## src/rtl/pad_mux_pkg.sv

```systemverilog
package pad_mux_pkg;
  localparam int BYTE_W    = 8;
  localparam int BTN_W     = 12;
  localparam int PHASE_W   = 3;
  localparam int FIELD_W   = 6;
  localparam int SEL_BIT   = 6;
  localparam logic [BYTE_W-1:0] VERSION_VAL = 8'hA0;
  localparam logic [BYTE_W-1:0] SCTL_KEEP   = 8'hF8;
  localparam logic [BYTE_W-1:0] SCTL_FORCE  = 8'h02;

  typedef struct packed {
    logic               ok;
    logic [FIELD_W-1:0] bits;
  } field_t;

  // button field merged into the read latch for a given phase
  function automatic field_t phase_field(logic [PHASE_W-1:0] ph, logic [BTN_W-1:0] b);
    field_t f;
    f.ok = 1'b1;
    unique case (ph)
      3'd1, 3'd7: f.bits = {b[7:6], 2'b00, b[1:0]};
      3'd2, 3'd6: f.bits = b[5:0];
      3'd3:       f.bits = {b[7:6], 4'b0000};
      3'd4:       f.bits = {b[5:4], b[11:8]};
      3'd5:       f.bits = {b[7:6], 4'b1111};
      default: begin
        f.ok   = 1'b0;
        f.bits = '0;
      end
    endcase
    return f;
  endfunction
endpackage

```

## src/rtl/pad_mux_dec.sv

```systemverilog
module pad_mux_dec #(
  parameter int NUM_PORTS = 3,
  parameter int ADDR_W    = 6,
  parameter int VER_ADDR  = 'h01,
  parameter int DATA_BASE = 'h03,
  parameter int DATA_STEP = 2,
  parameter int CTRL_BASE = 'h09,
  parameter int CTRL_STEP = 2,
  parameter int SCTL_BASE = 'h13,
  parameter int SCTL_STEP = 6
) (
  input  logic [ADDR_W-1:0]    addr_i,
  output logic                 ver_hit_o,
  output logic [NUM_PORTS-1:0] data_hit_o,
  output logic [NUM_PORTS-1:0] ctrl_hit_o,
  output logic [NUM_PORTS-1:0] sctl_hit_o
);
  assign ver_hit_o = (addr_i == ADDR_W'(VER_ADDR));

  for (genvar p = 0; p < NUM_PORTS; p++) begin : g_hit
    assign data_hit_o[p] = (addr_i == ADDR_W'(DATA_BASE + p * DATA_STEP));
    assign ctrl_hit_o[p] = (addr_i == ADDR_W'(CTRL_BASE + p * CTRL_STEP));
    assign sctl_hit_o[p] = (addr_i == ADDR_W'(SCTL_BASE + p * SCTL_STEP));
  end
endmodule

```

## src/rtl/pad_mux_idle_timer.sv

```systemverilog
module pad_mux_idle_timer #(
  parameter int TICK_CYC = 5000,
  parameter int TICK_CNT = 15
) (
  input  logic clk_i,
  input  logic rst_ni,
  input  logic restart_i,
  output logic expire_o
);
  localparam int PW = $clog2(TICK_CYC) + 1;
  localparam int TW = $clog2(TICK_CNT) + 1;

  logic [PW-1:0] pre_q;
  logic [TW-1:0] tick_q;
  logic          pre_last, tick_last;

  assign pre_last  = (pre_q == PW'(TICK_CYC - 1));
  assign tick_last = (tick_q == TW'(TICK_CNT - 1));
  assign expire_o  = !restart_i && pre_last && tick_last;

  always_ff @(posedge clk_i or negedge rst_ni) begin
    if (!rst_ni) begin
      pre_q  <= '0;
      tick_q <= '0;
    end else if (restart_i) begin
      pre_q  <= '0;
      tick_q <= '0;
    end else if (pre_last) begin
      pre_q  <= '0;
      tick_q <= tick_last ? '0 : tick_q + 1'b1;
    end else begin
      pre_q <= pre_q + 1'b1;
    end
  end
endmodule

```

## src/rtl/pad_mux_port.sv

```systemverilog
module pad_mux_port
  import pad_mux_pkg::*;
#(
  parameter int TICK_CYC = 5000,
  parameter int TICK_CNT = 15
) (
  input  logic              clk_i,
  input  logic              rst_ni,
  input  logic [BTN_W-1:0]  btn_i,
  input  logic              data_we_i,
  input  logic              ctrl_we_i,
  input  logic              sctl_we_i,
  input  logic [BYTE_W-1:0] wdata_i,
  output logic [BYTE_W-1:0] data_o,
  output logic [BYTE_W-1:0] ctrl_o,
  output logic [BYTE_W-1:0] sctl_o
);
  logic [BYTE_W-1:0]  data_q, ctrl_q, sctl_q, masked;
  logic [PHASE_W-1:0] phase_q, phase_nxt;
  logic               toggle, expire;
  field_t             fld;

  assign masked    = wdata_i & ctrl_q;
  assign toggle    = data_we_i && (masked[SEL_BIT] != data_q[SEL_BIT]);
  assign phase_nxt = phase_q + 1'b1;
  assign fld       = phase_field(phase_nxt, btn_i);

  pad_mux_idle_timer #(
    .TICK_CYC (TICK_CYC),
    .TICK_CNT (TICK_CNT)
  ) u_idle (
    .clk_i     (clk_i),
    .rst_ni    (rst_ni),
    .restart_i (toggle),
    .expire_o  (expire)
  );

  always_ff @(posedge clk_i or negedge rst_ni) begin
    if (!rst_ni) begin
      data_q  <= '0;
      phase_q <= '0;
    end else if (toggle) begin
      if (fld.ok) begin
        data_q  <= masked | BYTE_W'(fld.bits);
        phase_q <= (phase_nxt == '1) ? '0 : phase_nxt;
      end else begin
        data_q  <= '0;
        phase_q <= '0;
      end
    end else begin
      if (data_we_i) data_q <= masked;
      if (expire)    phase_q <= '0;
    end
  end

  always_ff @(posedge clk_i or negedge rst_ni) begin
    if (!rst_ni) begin
      ctrl_q <= '0;
      sctl_q <= '0;
    end else begin
      if (ctrl_we_i) ctrl_q <= wdata_i;
      if (sctl_we_i) sctl_q <= wdata_i & SCTL_KEEP;
    end
  end

  assign data_o = data_q;
  assign ctrl_o = ctrl_q;
  assign sctl_o = sctl_q | SCTL_FORCE;
endmodule

```

## src/rtl/pad_mux_io.sv

```systemverilog
module pad_mux_io
  import pad_mux_pkg::*;
#(
  parameter int NUM_PORTS = 3,
  parameter int ADDR_W    = 6,
  parameter int CLK_HZ    = 50_000_000,
  parameter int IDLE_TICKS = 15
) (
  input  logic                             clk_i,
  input  logic                             rst_ni,
  input  logic [NUM_PORTS-1:0][BTN_W-1:0]  btn_i,
  input  logic [ADDR_W-1:0]                addr_i,
  input  logic                             wr_en_i,
  input  logic [BYTE_W-1:0]                wr_data_i,
  input  logic                             rd_en_i,
  output logic                             rd_valid_o,
  output logic [2*BYTE_W-1:0]              rd_data_o
);
  // 100 us prescale tick; IDLE_TICKS of them form the idle window
  localparam int TICK_CYC = (CLK_HZ / 10_000 < 2) ? 2 : CLK_HZ / 10_000;

  logic                 w_ver, r_ver;
  logic [NUM_PORTS-1:0] w_data, w_ctrl, w_sctl;
  logic [NUM_PORTS-1:0] r_data, r_ctrl, r_sctl;
  logic [ADDR_W-1:0]    rd_addr;
  logic [NUM_PORTS-1:0][BYTE_W-1:0] data_v, ctrl_v, sctl_v;
  logic [BYTE_W-1:0]    rd_byte;
  logic                 rd_valid_q;
  logic [BYTE_W-1:0]    rd_byte_q;

  assign rd_addr = {addr_i[ADDR_W-1:1], 1'b1};

  pad_mux_dec #(.NUM_PORTS(NUM_PORTS), .ADDR_W(ADDR_W)) u_wdec (
    .addr_i     (addr_i),
    .ver_hit_o  (w_ver),
    .data_hit_o (w_data),
    .ctrl_hit_o (w_ctrl),
    .sctl_hit_o (w_sctl)
  );

  pad_mux_dec #(.NUM_PORTS(NUM_PORTS), .ADDR_W(ADDR_W)) u_rdec (
    .addr_i     (rd_addr),
    .ver_hit_o  (r_ver),
    .data_hit_o (r_data),
    .ctrl_hit_o (r_ctrl),
    .sctl_hit_o (r_sctl)
  );

  for (genvar p = 0; p < NUM_PORTS; p++) begin : g_port
    pad_mux_port #(
      .TICK_CYC (TICK_CYC),
      .TICK_CNT (IDLE_TICKS)
    ) u_port (
      .clk_i     (clk_i),
      .rst_ni    (rst_ni),
      .btn_i     (btn_i[p]),
      .data_we_i (wr_en_i && w_data[p]),
      .ctrl_we_i (wr_en_i && w_ctrl[p]),
      .sctl_we_i (wr_en_i && w_sctl[p]),
      .wdata_i   (wr_data_i),
      .data_o    (data_v[p]),
      .ctrl_o    (ctrl_v[p]),
      .sctl_o    (sctl_v[p])
    );
  end

  always_comb begin
    rd_byte = r_ver ? VERSION_VAL : '0;
    for (int p = 0; p < NUM_PORTS; p++) begin
      if (r_data[p]) rd_byte = rd_byte | data_v[p];
      if (r_ctrl[p]) rd_byte = rd_byte | ctrl_v[p];
      if (r_sctl[p]) rd_byte = rd_byte | sctl_v[p];
    end
  end

  always_ff @(posedge clk_i or negedge rst_ni) begin
    if (!rst_ni) begin
      rd_valid_q <= 1'b0;
      rd_byte_q  <= '0;
    end else begin
      rd_valid_q <= rd_en_i;
      if (rd_en_i) rd_byte_q <= rd_byte;
    end
  end

  assign rd_valid_o = rd_valid_q;
  assign rd_data_o  = {{BYTE_W{1'b0}}, rd_byte_q};

  // w_ver is decoded for completeness of the map; version is read-only
  logic unused_w_ver;
  assign unused_w_ver = w_ver;
endmodule

```

## config.mk

```make
export PLATFORM = sky130hd
export DESIGN_NAME = pad_mux_io
export DESIGN_NICKNAME = d
export VERILOG_FILES = /design/src/rtl/pad_mux_pkg.sv /design/src/rtl/pad_mux_dec.sv /design/src/rtl/pad_mux_idle_timer.sv /design/src/rtl/pad_mux_port.sv /design/src/rtl/pad_mux_io.sv
export SDC_FILE = /design/constraint.sdc
export NUM_CORES = 1
export LEC_CHECK = 0
export BUFFER_PORTS_ARGS = -buffer_cell sky130_fd_sc_hd__buf_2
export CAP_MARGIN = 10
export CORE_ASPECT_RATIO = 1.4
export CORE_UTILIZATION = 44
export DETAILED_ROUTE_END_ITERATION = 8
export GPL_ROUTABILITY_DRIVEN = 0
export GPL_TIMING_DRIVEN = 0
export MAX_ROUTING_LAYER = met4
export PLACE_DENSITY = 0.64
export REMOVE_ABC_BUFFERS = 1
export SETUP_SLACK_MARGIN = 0.1
export SKIP_CTS_REPAIR_TIMING = 1
export SYNTH_ARGS = -nofsm -noshare
export SYNTH_HDL_FRONTEND = slang
export SYNTH_HIERARCHICAL = 1
export SYNTH_SLANG_ARGS = --single-unit
```

## constraint.sdc

```tcl
create_clock -name clk_i -period 2 [get_ports clk_i]
set_input_delay 0.2 -clock clk_i [delete_from_list [all_inputs] [get_ports clk_i]]
set_output_delay 0.2 -clock clk_i [all_outputs]
set_load 0.02 [all_outputs]
```

# == After elaboration in Yosys (flattened, before gate mapping) ==
# Index checks and enable logic that the tools add are counted.
# op_classes
n_addsub,9
mul,0
div_mod_pow,0
order_cmp,0
n_eq_ne,48
n_shift,0
mux,52
bitwise,15
reduce_logical,40
# ops
op,count
two-way mux 8 bit,19
case mux 6 bit (5 select lines),3
two-way mux 14 bit,6
bitwise OR 8 bit,9
two-way mux 5 bit,9
adder 14 x 1 -> 14 bit (second input constant),3
equality test 14 x 13 -> 1 bit (second input constant),3
equality test 3 bit (second input constant),12
two-way mux 3 bit,12
equality test 5 x 4 -> 1 bit (second input constant),6
AND 8 bit,3
bitwise OR 8 x 6 -> 8 bit,3
OR reduction 7 bit,3
equality test 3 x 2 -> 1 bit (second input constant),6
equality test 6 x 4 -> 1 bit (second input constant),3
equality test 6 x 5 -> 1 bit (second input constant),3
logical AND 1 bit,18
nonzero test 2 bit,9
adder 5 x 1 -> 5 bit (second input constant),3
equality test 5 x 3 -> 1 bit (second input constant),3
equality test 6 x 3 -> 1 bit (second input constant),2
OR reduction 2 bit,6
equality test 5 x 2 -> 1 bit (second input constant),2
adder 3 x 1 -> 3 bit (second input constant),3
7 further kinds,15
# totals
register_bits,138
latchBits,0
mem_bits_rw,0
romBits,0
in_bits,54
out_inout_bits,17
wordCells,184
n_memories,0

# == Depth between registers and ports, before layout ==
# depth
ltp_word,20
ltp_mapped,11
ltp_nobuf,9

# == Hierarchy ==
# The synthesis kept the hierarchy.
# by_module_without_submodules
mod,n_inst,cells_per_inst,area_each_um2,seq_area_each_um2
pad_mux_port,3,115,1272.5,600.6
pad_mux_idle_timer,3,99,953.4,475.5
pad_mux_io,1,95,858.3,225.2
pad_mux_dec,2,18,106.4,0.0

# == Worst setup path after synthesis ==
# OpenSTA, ideal clock, no wires.
# synth_timing
path_type,input to register
start,input port addr_i[4]
end,register g_port[1].u_port.u_idle.pre_q[10]
setup_time_ps,121
t_arrival_ps,2189
required_time_ps,1879
setup_slack_ps,-311
cell_stages,11
cell_sequence,or4b_1 -> nor2_1 -> and2_1 -> buf_2 -> nor2b_1 -> mux2i_4 -> inv_2 -> clkbuf_1 -> or2b_1 -> buf_2 -> nor2_1
# synth_via
elab_chain_len,4
# synth_lines
item,line,text
from (decl),pad_mux_io.sv:12,"input logic [ADDR_W-1:0] addr_i,"
equality test 6 x 3 -> 1 bit,pad_mux_dec.sv:21,assign data_hit_o[p] = (addr_i == ADDR_W'(DATA_BASE + p * DATA_STEP));
via w_data[1],pad_mux_io.sv:23,"logic [NUM_PORTS-1:0] w_data, w_ctrl, w_sctl;"
logical AND 1 bit,pad_mux_io.sv:57,".data_we_i (wr_en_i && w_data[p]),"
logical AND 1 bit,pad_mux_port.sv:24,assign toggle = data_we_i && (masked[SEL_BIT] != data_q[SEL_BIT]);
via g_port[1].u_port.toggle,pad_mux_port.sv:20,"logic toggle, expire;"
two-way mux 14 bit,pad_mux_idle_timer.sv:25,end else if (restart_i) begin
to (signal assigned),pad_mux_idle_timer.sv:32,pre_q <= pre_q + 1'b1;
to (decl),pad_mux_idle_timer.sv:13,logic [PW-1:0] pre_q;
# The timed path passes the listed nets, and every way through them passes these cells.
# A chain may end at the register's enable or synchronous reset.

# == Worst setup path in the final report ==
# layout_timing
start,register g_port[1].u_port.u_idle.pre_q[4]
end,register g_port[1].u_port.phase_q[2]
# layout_via
elab_chain_len,4
# layout_lines
item,line,text
equality test 14 x 13 -> 1 bit,pad_mux_idle_timer.sv:17,assign pre_last = (pre_q == PW'(TICK_CYC - 1));
logical AND 1 bit (2 in a row),pad_mux_idle_timer.sv:19,assign expire_o = !restart_i && pre_last && tick_last;
via g_port[1].u_port.expire,pad_mux_port.sv:20,
nonzero test 2 bit (no source line),-,
to (signal assigned),pad_mux_port.sv:45,phase_q <= (phase_nxt == '1) ? '0 : phase_nxt;
to (decl),pad_mux_port.sv:19,"logic [PHASE_W-1:0] phase_q, phase_nxt;"
# The timed path passes the listed nets, and every way through them passes these cells.

==> qor.txt <==
RUN STATUS
--------------------------------------------------------------------------
Result of the run ........................................... finished, violations left
Violated checks ............................................. negative setup slack

TIMING
--------------------------------------------------------------------------
Relative slew margins .......................................        39.7%
Final period utilization ....................................         112%
Final setup violation count .................................           56
Final count of pins violating max slew ......................            0
Final period demand of the worst path .......................      2230 ps
Sum of negative setup slack .................................     -7630 ps
Hold Violations, Final ......................................            0
Worst setup skew after layout ...............................      7.77 ps
Least setup slack across all paths after layout .............      -231 ps
RSZ-0062 raised after global routing ........................          yes
Measured slew at the worst slew-check pin ...................       902 ps
Achievable frequency ........................................    0.448 GHz

GRT
--------------------------------------------------------------------------
First-pass GRT wire length ..................................     28500 um
Global route total overflow .................................            0
Initial antenna violation count .............................            0
Global-route track usage on met1 ............................        25.9%
Largest net degree at the start of global routing ...........           74
All-Layer GR Usage ..........................................        20.8%
Most congested layer reported by global routing .............         met2
Via count of the first global-routing pass ..................         5671
Global routing usage on met3 ................................        3.27%
Global routing usage on met2 ................................        33.5%

CLOCKING
--------------------------------------------------------------------------
Level count of the clock H-tree .............................            4
Clock tree from TritonCTS ...................................          yes
Clock Pin Slew Worst Setup and Hold Paths ...................        60 ps
Cts bufs inserted ...........................................           17
Clock Root Buffer ........................................... sky130_fd_sc_hd__clkbuf_16
Deepest clock path buffer count .............................            2
Sink count of the clock tree ................................          138
Clk Latency, worst-skew pair ................................       420 ps

WORST SETUP PATH
--------------------------------------------------------------------------
Required @ worst endpoint ...................................      2310 ps
Type of the worst setup path ................................ flip-flop to flip-flop
Arrival @ worst endpoint ....................................      2540 ps
Crit path launch type .......................................    flip-flop
Crit path max fanout ........................................            7
Register-to-register path setup slack .......................      -230 ps
Type of element capturing the critical path .................    flip-flop

SYNTHESIS
--------------------------------------------------------------------------
Warnings, synthesis .........................................            6
Number of instances in the synthesized netlist ..............          772
Synthesized area ............................................    7740 um^2
Avg Inst Size Synth .........................................    10.0 um^2

POWER AND IR DROP
--------------------------------------------------------------------------
Total power per unit cell area ..............................  910 nW/um^2
Static leakage ..............................................   0.00394 uW
Peak supply drop ............................................     0.528 mV

DETAILED ROUTING
--------------------------------------------------------------------------
Number of DRC violations after detailed-routing iteration 0 .          340
Detail Route Antenna Nets ...................................            0
Post-Route WL ...............................................     18900 um
Routed vias/inst ............................................         5.57
Wire length per cell after detailed routing .................      16.9 um
Vias ........................................................         6243
DRT Pass-1 Iters ............................................            5
Number of remaining DRC errors ..............................            0

FLOORPLAN
--------------------------------------------------------------------------
Die H .......................................................       159 um
Placement row count .........................................           57
Chip Width ..................................................       114 um
Die area ....................................................   18100 um^2
Placeable core region .......................................   17300 um^2
Starting density of the core ................................        44.9%
I/O pin total ...............................................           71

PLACED DESIGN
--------------------------------------------------------------------------
Cell area after placement ...................................    8130 um^2
Number of port buffers ......................................           62
Half-perimeter wire length after detailed placement .........     12300 um
Instance count after placement with tap cells included ......         1039

JOB
--------------------------------------------------------------------------
Max-cap violations ..........................................            0

FINISH
--------------------------------------------------------------------------
End-of-flow core utilization ................................        55.0%
Share of layout cells above drive strength 1 ................        32.7%
Total number of nets in the final design ....................          954
Area growth syn-to-layout ...................................        22.6%
ANT cells ...................................................            0
Final Non-Filler Cells ......................................         1121
Final instance area .........................................    9490 um^2

MIN PATH
--------------------------------------------------------------------------
Hold Crit Class ............................................. input pin to flip-flop

[metrics by stage]
stage | worst slack [ps] | total power [uW] | hold WS [ps]
after CTS | -486 | 8130 | -213
final | -231 | 8640 | 66.0
after detailed placement | -927 | 5200 | 243
after floorplan | -274 | 4710 | -95.6
after global placement | -1260 | 5150 | 450
after global routing | -297 | 9080 | 76.8
[area by class of cell]
type                       instances  area [um^2]
clock inverter                     3         40.0
clock buffer                      25          495
multi-input combinational        585         4380
tap                              236          295
inverter                          24          105
sequential                       138         3460
fill                            1569         7770
timing repair buffer             110          711
[flip-flops by register name (all words and copies together), names as in the netlist]
name,cells
g_port.u_port/data_o,24
g_port.u_port/u_idle/pre_q,42
g_port.u_port/u_idle/tick_q,15
rd_byte_q,8
g_port.u_port/phase_q,9
g_port.u_port/sctl_q,15
g_port.u_port/ctrl_o,24
rd_valid_o,1
[worst max-delay path: stages (launching register included)]
cell                      delay [ps]
sky130_fd_sc_hd__dfrtp_2         430
sky130_fd_sc_hd__or4_4           520
sky130_fd_sc_hd__or4_4           600
sky130_fd_sc_hd__nor3b_2         250
sky130_fd_sc_hd__nor2_1          100
sky130_fd_sc_hd__a32o_1          210
[layout by cell type, fill, tap and decap left out, types with 6 or more instances in the layout]
master / count
sky130_fd_sc_hd__nand4_1: 9
sky130_fd_sc_hd__dfrtp_1: 131
sky130_fd_sc_hd__or4_4: 12
sky130_fd_sc_hd__or3_4: 8
sky130_fd_sc_hd__o211ai_1: 6
sky130_fd_sc_hd__nor2_4: 10
sky130_fd_sc_hd__conb_1: 21
sky130_fd_sc_hd__o2111a_1: 6
sky130_fd_sc_hd__a32o_1: 6
sky130_fd_sc_hd__a221oi_1: 13
sky130_fd_sc_hd__a211oi_1: 12
sky130_fd_sc_hd__o21ai_0: 24
sky130_fd_sc_hd__a22oi_1: 19
sky130_fd_sc_hd__clkbuf_16: 17
sky130_fd_sc_hd__a2111oi_2: 6
sky130_fd_sc_hd__inv_1: 21
sky130_fd_sc_hd__nor3_1: 15
sky130_fd_sc_hd__buf_4: 43
sky130_fd_sc_hd__a41oi_1: 6
sky130_fd_sc_hd__a21oi_2: 12
sky130_fd_sc_hd__dfrtp_2: 7
sky130_fd_sc_hd__ha_1: 21
sky130_fd_sc_hd__a21oi_1: 16
sky130_fd_sc_hd__xor2_1: 9
sky130_fd_sc_hd__and2_1: 12
sky130_fd_sc_hd__xnor2_1: 30
sky130_fd_sc_hd__buf_2: 61
sky130_fd_sc_hd__nand2_1: 56
sky130_fd_sc_hd__nand3_1: 23
sky130_fd_sc_hd__or2b_4: 6
sky130_fd_sc_hd__a22o_1: 16
sky130_fd_sc_hd__nor4_1: 6
sky130_fd_sc_hd__mux2_2: 39
sky130_fd_sc_hd__nor2_1: 76
sky130_fd_sc_hd__nor2_2: 18
[where the power goes]
part | total, uW | internal, uW | switching [uW]
clock network | 2910 | 1810 | 1110
logic | 2000 | 1010 | 989
registers | 3720 | 3280 | 447
total | 8640 | 6090 | 2540
[layer usage]
metal | wire [um] | vias up
met2 | 9790 | 133
met4 | 472 | 0
met1 | 8090 | 3088
li1 | - | 2981
met5 | 0 | -
met3 | 602 | 41
[worst paths after layout]
path | startpoint | end | depth (start not counted)
worst max-delay path | g_port[1].u_port/u_idle/pre_q[4]$_DFF_PN0_ | g_port[1].u_port/phase_q[2]$_DFFE_PN0P_ | 5
worst min-delay path | rd_en_i | rd_valid_o$_DFF_PN0_ | 1
worst max register to register | g_port[1].u_port/u_idle/pre_q[4]$_DFF_PN0_ | g_port[1].u_port/phase_q[2]$_DFFE_PN0P_ | 5
worst min register to register | g_port[0].u_port/u_idle/pre_q[0]$_DFF_PN0_ | g_port[0].u_port/u_idle/pre_q[0]$_DFF_PN0_ | 1
max in group asynchronous | rst_ni | g_port[0].u_port/phase_q[0]$_DFFE_PN0P_ | 3
min in group asynchronous | rst_ni | g_port[1].u_port/sctl_q[5]$_DFFE_PN0P_ | 2
No activity file was read; power rests on OpenSTA's default activity.
